===== src/rtl/dfs_pkg.sv =====
package dfs_pkg;
  localparam int unsigned ADDR_W = 20;
  localparam int unsigned DATA_W = 32;
  localparam int unsigned N_EVT  = 2;
  localparam int unsigned EVT_HB = 0;
  localparam int unsigned EVT_FS = 1;

  typedef logic [ADDR_W-1:0] reg_addr_t;
  typedef logic [DATA_W-1:0] reg_data_t;

  localparam reg_addr_t OFF_FRAME_CNT = 20'h71040;
  localparam reg_addr_t OFF_FLIP      = 20'h71044;
  localparam reg_addr_t OFF_STATUS    = 20'h71048;
  localparam reg_addr_t OFF_IRQ_EN    = 20'h7104C;
  localparam reg_addr_t OFF_CFG_PEND  = 20'h71050;
  localparam reg_addr_t OFF_CFG_ACT   = 20'h71054;
endpackage


===== src/rtl/dfs_frame_cnt.sv =====
module dfs_frame_cnt #(
  parameter int unsigned CNT_W = 32
) (
  input  logic             clk_i,
  input  logic             rst_ni,
  input  logic             inc_i,
  output logic [CNT_W-1:0] cnt_o
);
  always_ff @(posedge clk_i or negedge rst_ni) begin
    if (!rst_ni)    cnt_o <= '0;
    else if (inc_i) cnt_o <= cnt_o + 1'b1;
  end
endmodule


===== src/rtl/dfs_sticky_stat.sv =====
module dfs_sticky_stat #(
  parameter int unsigned N = 2
) (
  input  logic         clk_i,
  input  logic         rst_ni,
  input  logic [N-1:0] set_i,
  input  logic [N-1:0] clr_i,
  output logic [N-1:0] stat_o
);
  for (genvar g = 0; g < N; g++) begin : g_bit
    always_ff @(posedge clk_i or negedge rst_ni) begin
      if (!rst_ni)        stat_o[g] <= 1'b0;
      else if (set_i[g])  stat_o[g] <= 1'b1;  // set beats clear
      else if (clr_i[g])  stat_o[g] <= 1'b0;
    end
  end
endmodule


===== src/rtl/dfs_cfg_dbuf.sv =====
module dfs_cfg_dbuf #(
  parameter int unsigned          W   = 32,
  parameter logic [W-1:0]         RST = '0
) (
  input  logic         clk_i,
  input  logic         rst_ni,
  input  logic         wr_i,
  input  logic [W-1:0] wdata_i,
  input  logic         arm_i,
  input  logic         commit_i,
  output logic [W-1:0] pend_o,
  output logic [W-1:0] armed_o,
  output logic [W-1:0] active_o
);
  always_ff @(posedge clk_i or negedge rst_ni) begin
    if (!rst_ni) begin
      pend_o   <= RST;
      armed_o  <= RST;
      active_o <= RST;
    end else begin
      if (wr_i)     pend_o   <= wdata_i;
      if (arm_i)    armed_o  <= pend_o;
      if (commit_i) active_o <= armed_o;
    end
  end
endmodule


===== src/rtl/disp_frame_stat.sv =====
module disp_frame_stat
  import dfs_pkg::*;
#(
  parameter int unsigned      CNT_W   = 32,
  parameter int unsigned      CFG_W   = 32,
  parameter logic [CFG_W-1:0] CFG_RST = '0
) (
  input  logic                clk_i,
  input  logic                rst_ni,
  input  logic                vblank_start_i,
  input  logic                frame_start_i,
  input  logic                hblank_i,
  input  logic [ADDR_W-1:0]   reg_addr_i,
  input  logic                reg_wr_i,
  input  logic                reg_rd_i,
  input  logic [DATA_W-1:0]   reg_wdata_i,
  output logic [DATA_W-1:0]   reg_rdata_o,
  output logic                irq_o,
  output logic [CFG_W-1:0]    cfg_active_o
);
  logic [CNT_W-1:0] frame_cnt;
  logic [N_EVT-1:0] stat_q, stat_set, stat_clr, irq_en_q;
  logic [CFG_W-1:0] cfg_pend, cfg_armed;
  logic             wr_stat, wr_en, wr_cfg;
  reg_data_t        rd_mux;

  assign wr_stat = reg_wr_i && (reg_addr_i == OFF_STATUS);
  assign wr_en   = reg_wr_i && (reg_addr_i == OFF_IRQ_EN);
  assign wr_cfg  = reg_wr_i && (reg_addr_i == OFF_CFG_PEND);

  assign stat_set[EVT_HB] = hblank_i;
  assign stat_set[EVT_FS] = frame_start_i;
  assign stat_clr         = wr_stat ? reg_wdata_i[N_EVT-1:0] : '0;

  dfs_frame_cnt #(.CNT_W(CNT_W)) i_cnt (
    .clk_i  (clk_i),
    .rst_ni (rst_ni),
    .inc_i  (vblank_start_i),
    .cnt_o  (frame_cnt)
  );

  dfs_sticky_stat #(.N(N_EVT)) i_stat (
    .clk_i  (clk_i),
    .rst_ni (rst_ni),
    .set_i  (stat_set),
    .clr_i  (stat_clr),
    .stat_o (stat_q)
  );

  dfs_cfg_dbuf #(.W(CFG_W), .RST(CFG_RST)) i_cfg (
    .clk_i    (clk_i),
    .rst_ni   (rst_ni),
    .wr_i     (wr_cfg),
    .wdata_i  (reg_wdata_i[CFG_W-1:0]),
    .arm_i    (vblank_start_i),
    .commit_i (frame_start_i),
    .pend_o   (cfg_pend),
    .armed_o  (cfg_armed),
    .active_o (cfg_active_o)
  );

  always_ff @(posedge clk_i or negedge rst_ni) begin
    if (!rst_ni)    irq_en_q <= '0;
    else if (wr_en) irq_en_q <= reg_wdata_i[N_EVT-1:0];
  end

  assign irq_o = |(stat_q & irq_en_q);

  always_comb begin
    rd_mux = '0;
    unique case (reg_addr_i)
      OFF_FRAME_CNT: rd_mux = DATA_W'(frame_cnt);
      OFF_STATUS:    rd_mux = DATA_W'(stat_q);
      OFF_IRQ_EN:    rd_mux = DATA_W'(irq_en_q);
      OFF_CFG_PEND:  rd_mux = DATA_W'(cfg_pend);
      OFF_CFG_ACT:   rd_mux = DATA_W'(cfg_active_o);
      default:       rd_mux = '0;  // flip word and unmapped
    endcase
  end

  always_ff @(posedge clk_i or negedge rst_ni) begin
    if (!rst_ni) reg_rdata_o <= '0;
    else         reg_rdata_o <= reg_rd_i ? rd_mux : '0;
  end
endmodule


===== config.mk =====
export PLATFORM = sky130hd
export DESIGN_NAME = disp_frame_stat
export DESIGN_NICKNAME = d
export VERILOG_FILES = /design/src/rtl/dfs_pkg.sv /design/src/rtl/dfs_frame_cnt.sv /design/src/rtl/dfs_sticky_stat.sv /design/src/rtl/dfs_cfg_dbuf.sv /design/src/rtl/disp_frame_stat.sv
export SDC_FILE = /design/constraint.sdc
export NUM_CORES = 1
export LEC_CHECK = 0
export BUFFER_PORTS_ARGS = -buffer_cell sky130_fd_sc_hd__clkbuf_2
export CAP_MARGIN = 20
export CORE_MARGIN = 2
export CORE_UTILIZATION = 45
export DETAILED_ROUTE_END_ITERATION = 12
export PLACE_DENSITY_LB_ADDON = 0.15
export SLEW_MARGIN = 20
export SYNTH_ARGS = -nofsm -noshare
export SYNTH_HDL_FRONTEND = slang
export SYNTH_SLANG_ARGS = --single-unit

===== constraint.sdc =====
create_clock -name clk_i -period 3.6 [get_ports clk_i]
set_clock_uncertainty 0.05 [all_clocks]
set_input_delay 0.18 -clock clk_i [delete_from_list [all_inputs] [get_ports clk_i]]
set_output_delay 0.18 -clock clk_i [all_outputs]
set_load 0.01 [all_outputs]

==> flow_metrics.py, run 1 <==
metrics = {
    "clock_tree": {
        "path_clk_slew_ns": 0.07,
        "post_cts.resized_instances": 0,
        "cts_inserted_buffers": 17,
        "cts_root_buffer": "sky130_fd_sc_hd__clkbuf_16",
        "cts_sinks": 164,
        "cts.repair_timing.setup_buffer_count": 0,
        "clockBufferDepth": 2,
        "htree_levels": 4,
        "tritoncts": "built",
        "cts_hold_buf": 34,
        "worstSkewPairLatency_ns": 0.43,
    },
    "worst_setup_path": {
        "setup.worst_path.start_class": "primary input",
        "crit_fanout": 12,
        "worst-r2r-setup-slack_ns": 1.60,
        "cp.buffers_inverters": 2,
        "cpPeakStageDelay_ns": 0.57,
        "cell_by_cell_trace_of_the_critical_path": "clkbuf_2, or4_4, nor4_2, and4_2, buf_4, mux2_4",
        "endpoint_of_the_worst_register_to_register_path": "i_cnt.cnt_o[26]",
        "critical_path.endpoint_type": "register",
        "crit-reg2reg-launch": "i_cnt.cnt_o[0]",
        "cp.arrival_ns": 2.43,
        "worstSetupStartpoint": "reg_addr_i[8]",
        "critPathKind": "primary input to register",
        "cp-endpoint": "i_cfg.pend_o[27]",
        "cp.depth": 6,
        "crit_path_top_delay_cell": "sky130_fd_sc_hd__and4_2",
        "cpLargestDelayFamily": "simple AND/OR/NAND/NOR gates",
        "crit_required_ns": 3.86,
        "rr_worst_depth": 5,
    },
    "status": {
        "result_of_the_run": "complete, no violations",
    },
    "synth": {
        "synth_seq_area_share_pct": 58.54,
        "synthesis_warning_total": 0,
        "yosys_most_used_dff": "sky130_fd_sc_hd__dfrtp_1",
        "synthDistinctLibCells": 35,
        "yosys-top-cells-area": "sky130_fd_sc_hd__dfrtp_1 (59%), sky130_fd_sc_hd__mux2_2 (11%), sky130_fd_sc_hd__mux2_4 (6.4%)",
        "synthArstFlopShare_pct": 100.0,
        "postSynthNetCount": 592,
        "synth.top_cell.area_share_pct": 58.54,
        "synthesis.instances": 532,
        "synth_seq_cells": 164,
        "synth_top_area_cell": "sky130_fd_sc_hd__dfrtp_1",
        "synth_enable_flop_cells": 0,
        "syn-mean-instance-area_um2": 13.18,
        "synth.cell_area_mm2": 0.007010,
    },
    "timing": {
        "fin_setup_tns_ns": 0,
        "timing_hold_violations_final": 0,
        "setup_viol": 0,
        "fmaxAchievable_mhz": 460.5,
        "timing.final.crit_period_ns": 2.172,
        "setup_repair_after_global_routing_missed_its_margin": "false",
        "worst_slew_pin_slew_ns": 1.051,
        "min_period_over_period_pct": 60.33,
        "timing.slew.headroom_pct": 29.92,
        "report.final.slew_viol_count": 0,
    },
    "drt": {
        "vias_per_cell": 5.129,
        "drt-pass1-iter-count": 4,
        "routed_wl_um": 14990,
        "drt.antenna.violating_nets": 0,
        "dr.first_iter.drc_count": 220,
        "drt_drc_violations_left": 0,
        "wl_per_cell_um": 16.80,
        "num_vias": 4575,
    },
    "pwr": {
        "peakVddDrop_mv": 0.3289,
        "power_leakage_nw": 4.368,
        "powerDensity_mw_per_mm2": 447.0,
    },
    "finish": {
        "layout-area-overhead-vs-synth_pct": 23.83,
        "postLayoutCoreUtil_pct": 57.10,
        "nFillCells": 1300,
        "antenna_cell_count": 0,
        "number_of_nets_in_the_layout": 751,
        "most-common-layout-cells": "sky130_fd_sc_hd__dfrtp_1 (164), sky130_fd_sc_hd__clkbuf_2 (122), sky130_fd_sc_hd__mux2_2 (69)",
        "layout.cells.most_common": "sky130_fd_sc_hd__dfrtp_1",
        "ratio_of_cells_with_drive_above_1_in_the_final_layout_pct": 38.49,
    },
    "placed_design": {
        "globalplace.congestion": 0.7388,
        "hpwlAfterDp_um": 9910,
        "port-buffer-count": 123,
    },
    "flow_run": {
        "drv_cap": 0,
    },
    "grt": {
        "grt_antenna_before_repair": 0,
        "grt_pass1_wl_um": 25030,
        "grt_remaining_overflow": 0,
        "pin_count_of_the_biggest_net_entering_global_routing": 86,
        "via_count_of_the_first_global_routing_pass": 4909,
        "grt.total_usage_pct": 19.38,
    },
    "floorplan": {
        "dieArea_mm2": 0.01659,
        "floorplan.initialDensity_pct": 46.12,
        "design.portCount": 124,
        "core-area_mm2": 0.01520,
        "num_rows": 45,
        "die_w_um": 128.8,
        "die_h_um": 128.8,
    },
    "hold_path": {
        "timing.hold.worst.class": "primary input to register",
    },
}
[where the power goes]
group	switching, mW	internal [mW]
Combinational	0.139	0.124
Clock	0.759	0.928
Sequential	0.0500	1.88
[area by class of cell]
cell class | instances | area (um^2) | share of cell area [%]
Multi-Input combinational cell | 338 | 2735 | 31.51
Inverter | 2 | 7.507 | 0.08648
Tap cell | 188 | 235.2 | 2.710
Sequential cell | 164 | 4104 | 47.28
Clock inverter | 13 | 101.3 | 1.167
Clock buffer | 19 | 452.9 | 5.218
Timing Repair Buffer | 168 | 1045 | 12.04
[cells by family after synthesis]
group           count (synthesis)  share of synthesized area (%)
buf+inv                        30                          2.463
simple gates                  136                          9.709
fa+ha+maj                       1                         0.1784
xor+xnor                       31                          3.873
mux                           133                          22.36
compound gates                 37                          2.873
flops                         164                          58.54
[sequential cells by signal (all words and copies together), names as in the netlist]
| register | cells |
|---|---|
| i_cfg.active_o | 32 |
| i_cfg.armed_o | 32 |
| i_cfg.pend_o | 32 |
| i_cnt.cnt_o | 32 |
| i_stat.stat_o | 2 |
| irq_en_q | 2 |
| reg_rdata_o | 32 |
[per-stage QoR]
stage          area [um^2]  total power, mW  setup WS [ns]  hold WS [ns]  std cells
6_report              8681            3.881          1.428       0.04508        892
3_5_place_dp          7786            2.206          1.004        0.2338        826
3_3_place_gp          7786            2.199          1.075        0.2294        826
2_1_floorplan         7010            2.087          1.613       -0.1656        532
4_1_cts               8681            3.933          1.454       0.02452        892
5_1_grt               8681            4.044          1.347       0.05319        892
[worst min path at each step]
stage	start	to	slack [ns]	cells after the start
6_report	reg_addr_i[14]	reg_rdata_o[1]	0.05	4
5_1_grt	reg_addr_i[14]	reg_rdata_o[1]	0.05	4
4_1_cts	reg_addr_i[14]	reg_rdata_o[0]	0.02	4
3_5_place_dp	rst_ni	reg_rdata_o[1]	0.23	1
3_3_place_gp	rst_ni	reg_rdata_o[1]	0.23	1
2_1_floorplan	rst_ni	i_cfg.active_o[0]	-0.17	0
[Yosys cell counts, types with 2 or more instances]
cell,instances
sky130_fd_sc_hd__xnor2_1,25
sky130_fd_sc_hd__buf_2,3
sky130_fd_sc_hd__nand4b_1,2
sky130_fd_sc_hd__nand3_1,8
sky130_fd_sc_hd__nor2_1,68
sky130_fd_sc_hd__nand4_1,17
sky130_fd_sc_hd__mux2i_1,34
sky130_fd_sc_hd__mux2_4,30
sky130_fd_sc_hd__inv_1,2
sky130_fd_sc_hd__a21o_1,2
sky130_fd_sc_hd__clkbuf_1,15
sky130_fd_sc_hd__nand2b_1,3
sky130_fd_sc_hd__buf_12,3
sky130_fd_sc_hd__and3_1,7
sky130_fd_sc_hd__xor2_1,6
sky130_fd_sc_hd__and4_1,5
sky130_fd_sc_hd__nor4_1,3
sky130_fd_sc_hd__buf_1,6
sky130_fd_sc_hd__nor3_1,3
sky130_fd_sc_hd__nand2_1,12
sky130_fd_sc_hd__o2bb2ai_1,2
sky130_fd_sc_hd__a21oi_1,32
sky130_fd_sc_hd__mux2_2,69
sky130_fd_sc_hd__dfrtp_1,164
[layer usage]
metal	vias up	wire length, um	global-route usage, %
met1	2309	7001	26.37
li1	2174	-	-
met2	74	7345	30.91
met5	-	0	0
met4	0	167	5.946
met3	18	474	4.823
[worst min-delay path, delay by kind of cell]
kind	cells	cell delay, ns
AND/OR/NAND/NOR	3	0.21
buffers and inverters	1	0.08
(Power assumes the default switching activity.)
==> inputs of run 2 (changes only) <==
==> constraint.sdc (replaced) <==
create_clock -name clk_i -period 2.1 [get_ports clk_i]
set_clock_uncertainty 0.05 [all_clocks]
set_input_delay 0.105 -clock clk_i [delete_from_list [all_inputs] [get_ports clk_i]]
set_output_delay 0.105 -clock clk_i [all_outputs]
set_load 0.01 [all_outputs]
==> run 2 against run 1 <==
Against the previous run: non-clock buffer count rose by 11; combinational power rose by 78%; global-route usage rose by 0.098 points; sequential power rose by 72%; final area rose by 2.8%; critical path depth rose by 2; wire length rose by 0.97%; first-iteration DRC count fell by 15%; register-to-register slack got worse by 1.2 ns; power rose by 83%; clock power rose by 96%; via count rose by 2.1%.
==> flow_metrics.py, run 2 (synthesis gave the netlist of run 1 again) <==
metrics = {
    "hold_path": {
        "timing.hold.worst.class": "primary input to register",
    },
    "clock_tree": {
        "clockBufferDepth": 2,
        "path_clk_slew_ns": 0.06,
        "cts_inserted_buffers": 17,
        "tritoncts": "built",
        "htree_levels": 4,
        "post_cts.resized_instances": 0,
        "cts_root_buffer": "sky130_fd_sc_hd__clkbuf_16",
        "worstSkewPairLatency_ns": 0.42,
        "cts_sinks": 164,
    },
    "grt": {
        "most_congested_layer_reported_by_global_routing": "met2",
        "gr-usage-met3_pct": 4.366,
        "grt_pass1_wl_um": 25040,
        "global_route.usage.met2_pct": 32.56,
        "use_met1_pct": 25.34,
        "grt.total_usage_pct": 19.48,
        "pin_count_of_the_biggest_net_entering_global_routing": 55,
        "grt_antenna_before_repair": 0,
        "via_count_of_the_first_global_routing_pass": 4878,
        "grt_remaining_overflow": 0,
    },
    "worst_setup_path": {
        "cpPeakStageDelay_ns": 0.55,
        "crit_path_frequent_cell": "sky130_fd_sc_hd__dlygate4sd3_1",
        "crit_required_ns": 2.35,
        "cell_by_cell_trace_of_the_critical_path": "dlygate4sd3_1, clkbuf_2, nand4bb_1, nor4_2, buf_4, nand3_1, a21o_1, dlygate4sd3_1",
        "critical_path.endpoint_type": "register",
        "critPathKind": "primary input to register",
        "setup.worst_path.start_class": "primary input",
        "crit_fanout": 2,
        "cp.arrival_ns": 2.11,
        "crit_path_top_delay_cell": "sky130_fd_sc_hd__dlygate4sd3_1",
    },
    "finish": {
        "most-common-layout-cells": "sky130_fd_sc_hd__dfrtp_1 (164), sky130_fd_sc_hd__clkbuf_2 (122), sky130_fd_sc_hd__mux2_2 (69)",
        "final-seq-area_mm2": 0.004104,
        "nFillCells": 1259,
        "ratio_of_cells_with_drive_above_1_in_the_final_layout_pct": 39.16,
        "multi_input_comb_area_mm2": 0.002735,
        "post_layout_nonfiller_instances": 903,
        "postLayoutCellArea_mm2": 0.008920,
        "number_of_nets_in_the_layout": 762,
        "layout.cells.most_common": "sky130_fd_sc_hd__dfrtp_1",
        "postLayoutCoreUtil_pct": 58.67,
        "layout-area-overhead-vs-synth_pct": 27.24,
        "antenna_cell_count": 0,
    },
    "timing": {
        "finalHoldWorstSlack_ns": 0.03013,
        "fin_setup_tns_ns": 0,
        "fmaxAchievable_mhz": 539.1,
        "timing_hold_violations_final": 0,
        "timing.slew.headroom_pct": 60.20,
        "setup_viol": 0,
        "timing.final.crit_period_ns": 1.855,
        "report.final.slew_viol_count": 0,
        "min_period_over_period_pct": 88.33,
        "setup_repair_after_global_routing_missed_its_margin": "false",
        "worst_slew_pin_slew_ns": 0.5948,
    },
    "drt": {
        "drt.antenna.violating_nets": 0,
        "routed_wl_um": 15130,
        "num_vias": 4672,
        "wl_per_cell_um": 16.76,
        "vias_per_cell": 5.174,
        "dr.first_iter.drc_count": 187,
        "drt-pass1-iter-count": 4,
        "drt_drc_violations_left": 0,
    },
    "floorplan": {
        "floorplan.initialDensity_pct": 46.12,
        "core-area_mm2": 0.01520,
        "dieArea_mm2": 0.01659,
        "design.portCount": 124,
        "die_w_um": 128.8,
        "num_rows": 45,
        "die_h_um": 128.8,
    },
    "placed_design": {
        "globalplace.congestion": 0.7743,
        "port-buffer-count": 123,
        "hpwlAfterDp_um": 10230,
        "detailed_place.area_mm2": 0.007916,
        "place.detailed.instances": 835,
    },
    "pwr": {
        "peakVddDrop_mv": 0.5747,
        "powerDensity_mw_per_mm2": 796.2,
        "power_leakage_nw": 4.472,
    },
    "flow_run": {
        "drv_cap": 0,
    },
    "status": {
        "result_of_the_run": "complete, no violations",
    },
}
==> run 2: area by class of cell <==
| cell class | count | share of cell area, % |
|---|---|---|
| Clock buffer | 18 | 4.924 |
| Multi-Input combinational cell | 338 | 30.66 |
| Timing Repair Buffer | 179 | 13.40 |
| Inverter | 2 | 0.08416 |
| Sequential cell | 164 | 46.01 |
| Tap cell | 188 | 2.637 |
| Clock inverter | 14 | 2.286 |
==> run 2: stage by stage <==
stage	setup WS [ns]	total power, mW
3_3_place_gp	0.01775	3.780
2_1_floorplan	0.1877	3.578
6_report	0.2450	7.102
4_1_cts	0.2624	7.174
5_1_grt	0.1413	7.353
3_5_place_dp	0.004053	3.798
==> run 2: power breakdown <==
part	leakage, nW	internal (mW)	switching (mW)
Clock	0.308	2.04	1.28
Sequential	2.27	3.22	0.0895
Combinational	1.89	0.224	0.242
Total	4.47	5.49	1.62
==> run 2: timing repair <==
item,4_1_cts,5_1_grt
hold buffers,36,0
endpoints found under the setup margin,0,0
hold endpoints to repair,182,0
setup buffers,0,0
==> run 2: worst paths after layout <==
| kind | start | to | slack (ns) | cells after the start |
|---|---|---|---|---|
| setup / recovery | reg_addr_i[14] | i_stat.stat_o[0] | 0.25 | 8 |
| hold / removal | reg_addr_i[3] | reg_rdata_o[1] | 0.03 | 4 |
| setup reg to reg | i_cnt.cnt_o[1] | i_cnt.cnt_o[22] | 0.40 | 6 |
| hold reg to reg | i_cfg.armed_o[26] | i_cfg.active_o[26] | 0.45 | 1 |
| max in group asynchronous | rst_ni | i_cnt.cnt_o[7] | 1.23 | 3 |
| min in group asynchronous | rst_ni | i_stat.stat_o[1] | 0.13 | 2 |
==> run 2: per-layer routing <==
metal,vias up,routed length [um]
met5,-,0
met4,0,209
met3,21,525
met2,91,7538
met1,2365,6861
li1,2195,-
==> run 2: worst max-delay path, delay by kind of cell <==
family | cells | cell delay (ns)
buffers and inverters | 4 | 1.37
and+or+nand+nor | 3 | 0.45
AOI/OAI and AO/OA | 1 | 0.19
==> inputs of run 3 (changes only) <==
--- a/config.mk
+++ b/config.mk
@@ -11,6 +11,7 @@
 export CORE_UTILIZATION = 45
 export DETAILED_ROUTE_END_ITERATION = 12
 export PLACE_DENSITY_LB_ADDON = 0.15
+export REMOVE_ABC_BUFFERS = 1
 export SLEW_MARGIN = 20
 export SYNTH_ARGS = -nofsm -noshare
 export SYNTH_HDL_FRONTEND = slang
==> run 3 against run 2 <==
Against the previous run: worst setup slack improved by 0.027 ns; final area barely moved; power rose by 0.53%; clock power rose by 1%; non-clock buffer count did not move; sequential share of layout area barely moved; sequential power barely moved; highest routed layer unchanged.
==> flow_metrics.py, run 3 (synthesis gave the netlist of run 1 again) <==
metrics = {
    "status": {
        "result_of_the_run": "complete, no violations",
    },
    "placed_design": {
        "globalplace.congestion": 0.7865,
        "hpwlAfterDp_um": 10180,
        "port-buffer-count": 123,
        "place.detailed.instances": 835,
        "detailed_place.area_mm2": 0.007916,
    },
    "finish": {
        "layout.cells.most_common": "sky130_fd_sc_hd__dfrtp_1",
        "post_layout_nonfiller_instances": 903,
        "ratio_of_cells_with_drive_above_1_in_the_final_layout_pct": 39.16,
        "number_of_nets_in_the_layout": 762,
        "postLayoutCoreUtil_pct": 58.73,
        "layout-area-overhead-vs-synth_pct": 27.36,
        "most-common-layout-cells": "sky130_fd_sc_hd__dfrtp_1 (164), sky130_fd_sc_hd__clkbuf_2 (122), sky130_fd_sc_hd__mux2_2 (69)",
        "nFillCells": 1299,
        "antenna_cell_count": 0,
        "postLayoutCellArea_mm2": 0.008929,
    },
    "clock_tree": {
        "post_cts.resized_instances": 0,
        "cts_sinks": 164,
        "cts_inserted_buffers": 17,
        "cts_root_buffer": "sky130_fd_sc_hd__clkbuf_16",
        "cts.repair_timing.setup_buffer_count": 0,
        "tritoncts": "built",
        "htree_levels": 4,
        "path_clk_slew_ns": 0.06,
        "worstSkewPairLatency_ns": 0.43,
        "cts_hold_buf": 36,
        "clockBufferDepth": 2,
    },
    "worst_setup_path": {
        "cpLargestDelayFamily": "buffers and inverters",
        "cp.arrival_ns": 2.09,
        "critical_path.endpoint_type": "register",
        "cell_by_cell_trace_of_the_critical_path": "dlygate4sd3_1, clkbuf_2, nand4bb_1, nor4_2, buf_4, nand3_1, a21o_1, dlygate4sd3_1",
        "crit_path_top_delay_cell": "sky130_fd_sc_hd__dlygate4sd3_1",
        "setup.worst_path.start_class": "primary input",
        "cp.buffers_inverters": 4,
        "cpPeakStageDelay_ns": 0.54,
        "crit_path_frequent_cell": "sky130_fd_sc_hd__dlygate4sd3_1",
        "crit_fanout": 2,
        "critPathKind": "primary input to register",
        "crit_required_ns": 2.36,
    },
    "flow_run": {
        "drv_cap": 0,
    },
    "grt": {
        "grt_antenna_before_repair": 0,
        "pin_count_of_the_biggest_net_entering_global_routing": 54,
        "grt.total_usage_pct": 20.16,
        "via_count_of_the_first_global_routing_pass": 4930,
        "grt_remaining_overflow": 0,
        "grt_pass1_wl_um": 25550,
    },
    "drt": {
        "drt.antenna.violating_nets": 0,
        "drt-pass1-iter-count": 6,
        "vias_per_cell": 5.200,
        "dr.first_iter.drc_count": 249,
        "drt_drc_violations_left": 0,
        "routed_wl_um": 15560,
        "num_vias": 4696,
        "wl_per_cell_um": 17.23,
    },
    "pwr": {
        "powerDensity_mw_per_mm2": 799.6,
        "power_leakage_nw": 4.480,
        "peakVddDrop_mv": 0.5523,
    },
    "timing": {
        "timing_hold_violations_final": 0,
        "timing.slew.headroom_pct": 62.63,
        "setup_viol": 0,
        "setup_repair_after_global_routing_missed_its_margin": "false",
        "report.final.slew_viol_count": 0,
        "timing.final.crit_period_ns": 1.828,
        "fmaxAchievable_mhz": 547.1,
        "worst_slew_pin_slew_ns": 0.5554,
        "min_period_over_period_pct": 87.04,
    },
    "floorplan": {
        "die_h_um": 128.8,
        "design.portCount": 124,
        "floorplan.initialDensity_pct": 46.12,
        "dieArea_mm2": 0.01659,
        "die_w_um": 128.8,
        "core-area_mm2": 0.01520,
        "num_rows": 45,
    },
    "hold_path": {
        "timing.hold.worst.class": "primary input to register",
    },
}
run 3: cell count changes in the layout (fill, tap and decap cells not counted), sizes merged:
cell | previous run | this run
clkbuf | 140 | 143
clkinv | 7 | 4
run 3: final cells by class:
type / instances / area (um^2) / share of cell area, %
flip-flops and latches: 164 / 4104 / 45.96
clock buffers: 21 / 480.5 / 5.381
well taps: 188 / 235.2 / 2.635
repair buffers: 179 / 1195 / 13.38
clock inverters: 11 / 171.4 / 1.920
inverters: 2 / 7.507 / 0.08408
multi-input cells: 338 / 2735 / 30.63
run 3: per-stage QoR:
stage                     worst slack, ns  hold slack (ns)      TNS, ns  power (mW)
after floorplan                   -0.7358          -0.2406       -22.10       3.530
after global placement            0.01828          0.01503            0       3.783
after detailed placement      -0.00001532          0.01779  -0.00001532       3.798
after CTS                          0.2911         0.001943            0       7.216
after global routing               0.2045          0.03306            0       7.439
final                              0.2723          0.02037            0       7.139
run 3: power breakdown:
part	switching [mW]	total, mW	internal [mW]
combinational	0.247	0.472	0.225
clock	1.24	3.36	2.12
sequential	0.0850	3.31	3.23
run 3: path summary, 6_finish.rpt:
kind / start / endpoint / slack [ns] / cells after the start
setup / recovery: reg_addr_i[14] / i_stat.stat_o[0] / 0.27 / 8
hold / removal: reg_addr_i[16] / reg_rdata_o[0] / 0.02 / 5
setup reg to reg: i_cnt.cnt_o[0] / i_cnt.cnt_o[14] / 0.38 / 6
hold reg to reg: i_cnt.cnt_o[31] / i_cnt.cnt_o[31] / 0.43 / 1
max in group asynchronous: rst_ni / i_cfg.armed_o[11] / 1.23 / 3
min in group asynchronous: rst_ni / irq_en_q[1] / 0.13 / 2
run 3: layer usage:
layer  GRT usage (%)  routed length [um]  vias up
li1                -                   -     2203
met1           27.30                7293     2373
met2           32.37                7460      102
met3           4.449                 564       18
met4           6.841                 238        0
met5               0                   0        -
run 3: worst min-delay path, delay by kind of cell:
kind / cells / cell delay [ns]
buffers and inverters: 1 / 0.08
AND/OR/NAND/NOR: 4 / 0.27
